## config.mk

```make
export PLATFORM = sky130hd
export DESIGN_NAME = lsq_line_merger
export DESIGN_NICKNAME = d
export VERILOG_FILES = /design/src/rtl/lsq_merge_pkg.sv /design/src/rtl/lsq_first_pick.sv /design/src/rtl/lsq_group_scan.sv /design/src/rtl/lsq_line_merger.sv
export SDC_FILE = /design/constraint.sdc
export NUM_CORES = 1
export LEC_CHECK = 0
export ABC_CLOCK_PERIOD_IN_PS = 4900
export CAP_MARGIN = 25
export CORE_AREA = 4 4 125 127
export DETAILED_ROUTE_END_ITERATION = 12
export DIE_AREA = 0 0 129 131
export MAX_ROUTING_LAYER = met4
export PLACE_DENSITY_LB_ADDON = 0.08
export REMOVE_ABC_BUFFERS = 1
export SLEW_MARGIN = 20
export SYNTH_ARGS = -nofsm -noshare
export SYNTH_HDL_FRONTEND = slang
export SYNTH_SLANG_ARGS = --single-unit
```

## constraint.sdc

```tcl
create_clock -name clk -period 4.9 [get_ports clk]
set_input_delay 0.98 -clock clk [delete_from_list [all_inputs] [get_ports clk]]
set_output_delay 0.98 -clock clk [all_outputs]
set_load 0.05 [all_outputs]
```

## src/rtl/lsq_merge_pkg.sv

```systemverilog
package lsq_merge_pkg;
    typedef enum logic [1:0] {
        ST_IDLE  = 2'd0,
        ST_HOLD  = 2'd1,
        ST_DRAIN = 2'd2
    } merge_state_e;
endpackage

```

## src/rtl/lsq_first_pick.sv

```systemverilog
module lsq_first_pick #(
    parameter int N = 8,
    localparam int IDX_W = (N > 1) ? $clog2(N) : 1
) (
    input  logic [N-1:0]     valid,
    output logic [N-1:0]     first_oh,
    output logic [IDX_W-1:0] first_idx,
    output logic             any
);
    logic found;

    always_comb begin
        first_oh  = '0;
        first_idx = '0;
        found     = 1'b0;
        for (int i = 0; i < N; i++) begin
            if (valid[i] && !found) begin
                found       = 1'b1;
                first_oh[i] = 1'b1;
                first_idx   = IDX_W'(i);
            end
        end
        any = found;
    end


    always_comb begin
        one_pick_chk: assert ($onehot0(first_oh));
    end
endmodule

```

## src/rtl/lsq_group_scan.sv

```systemverilog
module lsq_group_scan #(
    parameter int N      = 8,
    parameter int ADDR_W = 32,
    parameter int OFF_W  = 6,
    parameter int CMP_W  = 4,
    localparam int IDX_W = (N > 1) ? $clog2(N) : 1
) (
    input  logic [N-1:0]        valid,
    input  logic [N-1:0]        seq,
    input  logic [N*ADDR_W-1:0] addr_flat,
    input  logic [IDX_W-1:0]    start_idx,
    output logic [N-1:0]        mask,
    output logic [ADDR_W-1:0]   line
);
    logic [ADDR_W-1:0] addr_arr [N];
    logic [ADDR_W-1:0] base;
    logic [N-1:0]      link;
    logic              run;

    assign base = addr_arr[start_idx];

    for (genvar g = 0; g < N; g++) begin : g_unit
        assign addr_arr[g] = addr_flat[g*ADDR_W +: ADDR_W];
        assign link[g] = valid[g] && seq[g] &&
                         (addr_arr[g][OFF_W +: CMP_W] == base[OFF_W +: CMP_W]);
    end

    always_comb begin
        mask = '0;
        run  = seq[start_idx];
        for (int i = 0; i < N; i++) begin
            if (i == int'(start_idx)) begin
                mask[i] = valid[i];
            end else if (i > int'(start_idx)) begin
                if (run && link[i]) mask[i] = 1'b1;
                else                run     = 1'b0;
            end
        end
    end

    assign line = {base[ADDR_W-1:OFF_W], {OFF_W{1'b0}}};
endmodule

```

## src/rtl/lsq_line_merger.sv

```systemverilog
module lsq_line_merger #(
    parameter int N      = 8,
    parameter int ADDR_W = 32,
    parameter int OFF_W  = 6,
    parameter int CMP_W  = 4,
    localparam int IDX_W = (N > 1) ? $clog2(N) : 1
) (
    input  logic                clk,
    input  logic                rst_n,
    input  logic [N-1:0]        req_valid,
    input  logic [N-1:0]        req_seq,
    input  logic [N*ADDR_W-1:0] req_addr,
    input  logic                line_accept,
    output logic                issue_stb,
    output logic [N-1:0]        merge_mask,
    output logic [ADDR_W-1:0]   line_addr,
    output logic [N-1:0]        done_mask
);
    import lsq_merge_pkg::*;

    merge_state_e      state_q, state_d;
    logic [N-1:0]      mask_q, grp_mask, first_oh;
    logic [ADDR_W-1:0] line_q, grp_line;
    logic [IDX_W-1:0]  first_idx;
    logic              issue_q, any_req;

    lsq_first_pick #(.N(N)) pick_i (
        .valid     (req_valid),
        .first_oh  (first_oh),
        .first_idx (first_idx),
        .any       (any_req)
    );

    lsq_group_scan #(.N(N), .ADDR_W(ADDR_W), .OFF_W(OFF_W), .CMP_W(CMP_W)) scan_i (
        .valid     (req_valid),
        .seq       (req_seq),
        .addr_flat (req_addr),
        .start_idx (first_idx),
        .mask      (grp_mask),
        .line      (grp_line)
    );

    always_comb begin
        state_d = state_q;
        unique case (state_q)
            ST_IDLE:  if (any_req)     state_d = ST_HOLD;
            ST_HOLD:  if (line_accept) state_d = ST_DRAIN;
            ST_DRAIN:                  state_d = ST_IDLE;
            default:                   state_d = ST_IDLE;
        endcase
    end

    always_ff @(posedge clk) begin
        if (!rst_n) begin
            state_q <= ST_IDLE;
            mask_q  <= '0;
            line_q  <= '0;
            issue_q <= 1'b0;
        end else begin
            state_q <= state_d;
            issue_q <= (state_q == ST_IDLE) && any_req;
            if (state_q == ST_IDLE && any_req) begin
                mask_q <= grp_mask;
                line_q <= grp_line;
            end
        end
    end

    always_comb begin
        issue_stb  = issue_q;
        merge_mask = mask_q;
        line_addr  = line_q;
        done_mask  = (state_q == ST_HOLD && line_accept) ? mask_q : '0;
    end


    stb_single_chk: assert property (@(posedge clk) disable iff (!rst_n)
        issue_stb |=> !issue_stb);


    stb_mask_chk: assert property (@(posedge clk) disable iff (!rst_n)
        issue_stb |-> (merge_mask != '0) && ((merge_mask & ~mask_q) == '0));


    line_align_chk: assert property (@(posedge clk) disable iff (!rst_n)
        issue_stb |-> (line_addr[OFF_W-1:0] == '0));


    hold_stable_chk: assert property (@(posedge clk) disable iff (!rst_n)
        (state_q == ST_HOLD && !line_accept) |=> $stable(merge_mask) && $stable(line_addr));


    drain_gap_chk: assert property (@(posedge clk) disable iff (!rst_n)
        (done_mask != '0) |=> (done_mask == '0) && !issue_stb);


    done_sub_chk: assert property (@(posedge clk) disable iff (!rst_n)
        (done_mask != '0) |-> (done_mask == merge_mask));
endmodule

```

==> impl_metrics.env, run 1 <==
export IMPL_boundaryPins=324
export IMPL_dp_hpwl_um=15100
export IMPL_switching_share_pct=37.8
export IMPL_fin_tns_setup_ns=0
export IMPL_wirelength_um=19500
export IMPL_clock_root_buffer="clkbuf_16"
export IMPL_cts_hold_buf=0
export IMPL_grt_ovfl_total=0
export IMPL_gp_congestion=0.958
export IMPL_async_flop_share_pct=0
export IMPL_critical_path_peak_fanout=9
export IMPL_dp_slack_ns=0.304
export IMPL_numPlacedInstances=1043
export IMPL_final_common_cell="clkdlybuf4s50_1"
export IMPL_critical_path_class="primary input to flip-flop"
export IMPL_clkLatencyLatePin_ns=0.28
export IMPL_drive_gt1_share_pct=6.69
export IMPL_grt_max_degree=76
export IMPL_hp_class="flip-flop to flip-flop"
export IMPL_fin_crit_sh_pct=88.8
export IMPL_drt_iter0_drc=334
export IMPL_p_seq_share_pct=23.6
export IMPL_rsz0062_at_grt="no"
export IMPL_syn_inst=608
export IMPL_relSlewSlack_pct=61.0
export IMPL_total_power_mw=1.49
export IMPL_fin_cells=1051
export IMPL_avgRoutedWirePerCell_um=18.5
export IMPL_rows=44
export IMPL_ys_flop_type="dfxtp_1"
export IMPL_power_leakage_nw=2.76
export IMPL_p_clk_share_pct=25.8
export IMPL_synth_edf_count=0
export IMPL_syn_area_per_cell_um2=6.46
export IMPL_crit_path_end="merge_mask[5]$_SDFFE_PN0P_"
export IMPL_r2r_cells=6
export IMPL_synth_cell_types=56
export IMPL_crit_arrival_ns=4.57
export IMPL_num_vias=5473
export IMPL_cts_resized=0
export IMPL_ys_seq_elements=37
export IMPL_clk_pin_slew_worst_paths_ns=0.07
export IMPL_timing_rr_start="state_q[1]$_SDFFE_PN0P_"
export IMPL_final_hold_viol_count=0
export IMPL_cp_required_ns=5.11
export IMPL_drv_slew=0
export IMPL_ant_nets=0
export IMPL_grt_use_total_pct=22.5
export IMPL_die_x_um=129
export IMPL_final_nets=1141
export IMPL_start_util_pct=27.2
export IMPL_mostFrequentLayoutCells="clkdlybuf4s50_1 (269), nand2_1 (181), nand3_1 (49)"
export IMPL_endpoint_kind="flip-flop"
export IMPL_cts_buffers=5
export IMPL_portBuffers=269
export IMPL_tightest_slew_ns=0.584
export IMPL_cts_sinks=37
export IMPL_setup_viol=0
export IMPL_via_per_inst=5.21
export IMPL_seq_area_frac_synth_pct=18.9
export IMPL_status="completed"
export IMPL_coreArea_um2=14400
export IMPL_grt_antenna_before_repair=0
export IMPL_power_density_nw_per_um2=210
export IMPL_fin_ws_ns=0.547
export IMPL_grt_pass1_vias=5556
export IMPL_worst_r2r_endpoint="merge_mask[7]$_SDFFE_PN0P_"
export IMPL_fin_hold_ws_ns=0.464
export IMPL_worstSetupStartpointType="primary input"
export IMPL_firstDrtPassIters=5
export IMPL_fmax_ghz=0.230
export IMPL_combPwrFrac_pct=50.6
export IMPL_clockBufferDepth=2
export IMPL_cts_setup_buffers=0
export IMPL_antenna_cells=0
export IMPL_die_y_um=131
export IMPL_grt_pass1_wl_um=29300
export IMPL_finClkSkew_ns=0.00735
export IMPL_synth_area_um2=3930
export IMPL_ff2ff_setup_slack_ns=3.24
export IMPL_max_cap_violations=0
export IMPL_p_int_mw=0.929
export IMPL_switching_power_mw=0.565
export IMPL_fillers=1437
export IMPL_irDropWorstVdd_mv=0.135
export IMPL_yosysWarnings=0
export IMPL_htreeDepth=2
export IMPL_cp_startpoint="req_valid[3]"
export IMPL_fin_crit_ns=4.35
export IMPL_area_growth_syn_to_layout_pct=81.0
export IMPL_die_area_um2=16900
export IMPL_cts_tree="yes"
export IMPL_drc=0
==> critical path, cell delays in order <==
cell	delay [ns]
clkdlybuf4s50_1	0.68
nor2_1	0.20
a211o_1	0.47
a221oi_1	0.48
o32ai_2	0.20
xor2_1	0.18
nor4_1	0.33
buf_4	0.18
nand2_1	0.09
a2111oi_4	0.46
nand4b_1	0.14
a31oi_1	0.17
==> metal layers <==
metal	vias to the layer above	share of wire (%)	GRT usage, %	wire, um
met4	0	1.6	4.63	314
met3	20	7.7	5.04	1490
met2	241	51	39.3	9890
met5	-	0	-	0
li1	2694	-	-	-
met1	2518	40	26.7	7760
==> power by group through the flow <==
stage	logic (mW)	clock network [mW]	registers, mW
floorplan	0.277	0	0.465
global placement	0.756	0	0.357
detailed placement	0.759	0	0.359
CTS	0.762	0.394	0.353
global route	0.815	0.410	0.357
finish	0.756	0.386	0.352
==> state kept, by name, indices dropped and copies added, names as in the netlist <==
register / flops
issue_stb: 1
line_addr: 26
merge_mask: 8
state_q: 2
==> cells by family (layout without fill, tap and decap cells) <==
group | Yosys count | after routing | synth area share, %
AND/OR/NAND/NOR | 336 | 336 | 39.3
AO/OA/AOI/OAI | 141 | 141 | 28.0
buffers and inverters | 63 | 317 | 6.92
flip-flops | 37 | 37 | 18.9
XOR/XNOR | 28 | 28 | 6.25
multiplexers | 2 | 2 | 0.510
other | 1 | 6 | 0.0955
==> cells in the mapped netlist, drive strengths merged (4+ instances only) <==
master,n,area share (%)
inv,7,0.67
xor2,17,3.8
nor3b,16,3.1
nand4,7,1.1
nand3,49,6.2
o211ai,4,0.77
xnor2,11,2.5
a221oi,20,4.5
o21ai,15,2.0
nor2,34,3.3
and3,12,1.9
a2111oi,7,2.1
nor2b,5,0.80
o211a,5,1.3
nor4,5,1.1
dfxtp,37,19
o221ai,5,1.3
a31oi,7,1.1
and2,11,1.8
nor3,7,1.2
a21boi,4,0.77
a211oi,8,1.5
nand2,183,18
buf,18,2.6
a21oi,30,3.9
a311oi,24,5.4
clkbuf,38,3.6
==> layout make-up <==
| cell class | instances | area [um^2] | share of cell area (%) |
|---|---|---|---|
| repair buffers | 302 | 2970 | 41.7 |
| clock inverters | 3 | 43.8 | 0.616 |
| clock buffers | 5 | 125 | 1.76 |
| well taps | 184 | 230 | 3.24 |
| flip-flops and latches | 37 | 741 | 10.4 |
| inverters | 7 | 26.3 | 0.370 |
| multi-input cells | 513 | 2970 | 41.9 |
==> worst min path at each step <==
stage | startpoint | endpoint | slack, ns | depth (start not counted)
after floorplan | state_q[1]$_SDFFE_PN0P_ | state_q[0]$_SDFFE_PN0P_ | 0.58 | 2
after global placement | line_addr[20]$_SDFFE_PN0P_ | line_addr[20]$_SDFFE_PN0P_ | 0.45 | 2
after detailed placement | line_addr[28]$_SDFFE_PN0P_ | line_addr[28]$_SDFFE_PN0P_ | 0.46 | 2
after CTS | line_addr[28]$_SDFFE_PN0P_ | line_addr[28]$_SDFFE_PN0P_ | 0.47 | 2
after global routing | line_addr[28]$_SDFFE_PN0P_ | line_addr[28]$_SDFFE_PN0P_ | 0.49 | 2
final | line_addr[28]$_SDFFE_PN0P_ | line_addr[28]$_SDFFE_PN0P_ | 0.46 | 2
==> through the flow <==
| step | cell area (um^2) | util, % |
|---|---|---|
| 2_1_floorplan | 3700 | - |
| 3_3_place_gp | 6940 | 48.1 |
| 3_5_place_dp | 6940 | 48.1 |
| 4_1_cts | 7110 | 49.3 |
| 5_1_grt | 7110 | 49.3 |
| 6_report | 7110 | 49.3 |
(Power assumes the default switching activity.)
==> run 2: changes to the inputs <==
--- a/config.mk
+++ b/config.mk
@@ -11,7 +11,7 @@
 export DETAILED_ROUTE_END_ITERATION = 12
 export DIE_AREA = 0 0 129 131
 export MAX_ROUTING_LAYER = met4
-export PLACE_DENSITY_LB_ADDON = 0.08
+export PLACE_DENSITY_LB_ADDON = 0.3
 export REMOVE_ABC_BUFFERS = 1
 export SLEW_MARGIN = 20
 export SYNTH_ARGS = -nofsm -noshare
==> impl_metrics.env, run 2 (synthesis gave the netlist of run 1 again) <==
export IMPL_multi_input_area_um2=2980
export IMPL_fin_cells=1055
export IMPL_boundaryPins=324
export IMPL_crit_arrival_ns=4.58
export IMPL_cts_tree="yes"
export IMPL_p_clk_share_pct=22.1
export IMPL_p_seq_share_pct=24.8
export IMPL_rows=44
export IMPL_switching_share_pct=38.3
export IMPL_fmax_ghz=0.228
export IMPL_crit_path_cell_trace="clkdlybuf4s50_1, nand2b_1, a211o_1, a221oi_1, o32ai_2, xor2_1, nor4_1, buf_4, nand2_1, a2111oi_4, nand4b_1, a31oi_1"
export IMPL_finClkSkew_ns=0.00371
export IMPL_grt_pass1_wl_um=27000
export IMPL_ant_nets=0
export IMPL_wirelength_um=18800
export IMPL_cts_resized=0
export IMPL_cts_setup_buffers=0
export IMPL_power_density_nw_per_um2=200
export IMPL_routed_wl_met2_um=9420
export IMPL_min_to="line_addr[20]$_SDFFE_PN0P_"
export IMPL_coreArea_um2=14400
export IMPL_grt_use_total_pct=21.0
export IMPL_setup_viol=0
export IMPL_cp_required_ns=5.11
export IMPL_drt_iter0_drc=352
export IMPL_gp_congestion=0.912
export IMPL_ff_latch_area_um2=741
export IMPL_drive_gt1_share_pct=7.12
export IMPL_htreeDepth=2
export IMPL_irDropWorstVdd_mv=0.120
export IMPL_endpoint_kind="flip-flop"
export IMPL_largest_register_ffs=26
export IMPL_r2r_cells=7
export IMPL_relSlewSlack_pct=60.4
export IMPL_fin_hold_ws_ns=0.465
export IMPL_avgRoutedWirePerCell_um=17.8
export IMPL_power_leakage_nw=2.76
export IMPL_start_util_pct=27.2
export IMPL_max_cap_violations=0
export IMPL_grt_antenna_before_repair=0
export IMPL_clk_pin_slew_worst_paths_ns=0.06
export IMPL_hp_class="flip-flop to flip-flop"
export IMPL_rsz0062_at_grt="no"
export IMPL_total_power_mw=1.42
export IMPL_clockBufferDepth=2
export IMPL_die_area_um2=16900
export IMPL_via_per_inst=5.14
export IMPL_firstDrtPassIters=5
export IMPL_switching_power_mw=0.543
export IMPL_combPwrFrac_pct=53.1
export IMPL_p_int_mw=0.875
export IMPL_numPlacedInstances=1047
export IMPL_mostFrequentLayoutCells="clkdlybuf4s50_1 (269), nand2_1 (181), nand3_1 (49)"
export IMPL_timing_rr_start="state_q[1]$_SDFFE_PN0P_"
export IMPL_worst_r2r_endpoint="merge_mask[7]$_SDFFE_PN0P_"
export IMPL_cts_sinks=37
export IMPL_cts_hold_buf=0
export IMPL_worstSetupStartpointType="primary input"
export IMPL_portBuffers=269
export IMPL_dp_hpwl_um=14400
export IMPL_hold_start="line_addr[20]$_SDFFE_PN0P_"
export IMPL_num_vias=5422
export IMPL_ff2ff_setup_slack_ns=3.09
export IMPL_final_common_cell="clkdlybuf4s50_1"
export IMPL_status="completed"
export IMPL_hold_depth=2
export IMPL_fillers=1480
export IMPL_grt_ovfl_total=0
export IMPL_grt_max_degree=53
export IMPL_area_growth_syn_to_layout_pct=80.8
export IMPL_fin_crit_ns=4.38
export IMPL_final_hold_viol_count=0
export IMPL_wl_met1_um=7570
export IMPL_die_x_um=129
export IMPL_tightest_slew_ns=0.592
export IMPL_die_y_um=131
export IMPL_antenna_cells=0
export IMPL_grt_pass1_vias=5049
export IMPL_fin_crit_sh_pct=89.3
export IMPL_clkLatencyLatePin_ns=0.28
export IMPL_dr_max_layer_used="met4"
export IMPL_final_nets=1145
export IMPL_critical_path_max_stage_delay_ns=0.55
export IMPL_wl_met3_um=1490
export IMPL_critical_path_class="primary input to flip-flop"
export IMPL_critical_path_peak_fanout=8
export IMPL_drc=0
export IMPL_crit_slowest_cell="clkdlybuf4s50_1"
export IMPL_clock_root_buffer="clkbuf_16"
export IMPL_cts_buffers=5
export IMPL_drv_slew=0
-- run 2: cell count changes in the layout (fill, tap and decap cells not counted), sizes merged --
cell    previous run  this run
clkbuf             5         6
bufinv             1         0
clkinv             1         2
buf               33        37
inv                8         7
-- run 2: metal layers --
metal	vias up	global-route usage (%)
met1	2464	24.6
met4	0	4.08
met2	241	36.8
met5	-	-
li1	2701	-
met3	16	4.96
-- run 2: worst max path at each step --
stage	from	end	slack (ns)	cells after the start
detailed placement	req_valid[4]	merge_mask[5]$_SDFFE_PN0P_	0.31	12
global route	req_valid[4]	merge_mask[5]$_SDFFE_PN0P_	0.30	12
floorplan	req_valid[3]	line_addr[11]$_SDFFE_PN0P_	-0.03	8
global placement	req_valid[4]	merge_mask[5]$_SDFFE_PN0P_	0.28	12
finish	req_valid[4]	merge_mask[5]$_SDFFE_PN0P_	0.52	12
CTS	req_valid[4]	merge_mask[5]$_SDFFE_PN0P_	0.57	12
-- run 2: critical path, delay by kind of cell --
| kind | cells | cell delay [ns] |
|---|---|---|
| and+or+nand+nor | 4 | 0.91 |
| AOI/OAI and AO/OA | 5 | 1.76 |
| xor gates and xnor gates | 1 | 0.18 |
| buffers and inverters | 2 | 0.73 |
-- run 2: power by group through the flow --
stage	logic (mW)	registers [mW]	clock network, mW
global route	0.808	0.356	0.337
finish	0.753	0.352	0.313
floorplan	0.277	0.465	0
detailed placement	0.757	0.358	0
global placement	0.756	0.357	0
CTS	0.760	0.352	0.323
-- run 2: through the flow --
stage / instance area (um^2) / setup TNS [ns] / setup slack [ns] / utilization [%]
finish: 7100 / 0 / 0.523 / 49.2
floorplan: 3700 / -0.380 / -0.0317 / -
CTS: 7100 / 0 / 0.568 / 49.2
global placement: 6960 / 0 / 0.277 / 48.2
detailed placement: 6960 / 0 / 0.310 / 48.2
global route: 7100 / 0 / 0.304 / 49.2
-- run 2: layout make-up --
class,instances,share of cell area [%]
flip-flops and latches,37,10.4
well taps,184,3.24
clock inverters,2,0.141
inverters,7,0.370
repair buffers,306,42.0
multi-input cells,513,42.0
clock buffers,6,1.82
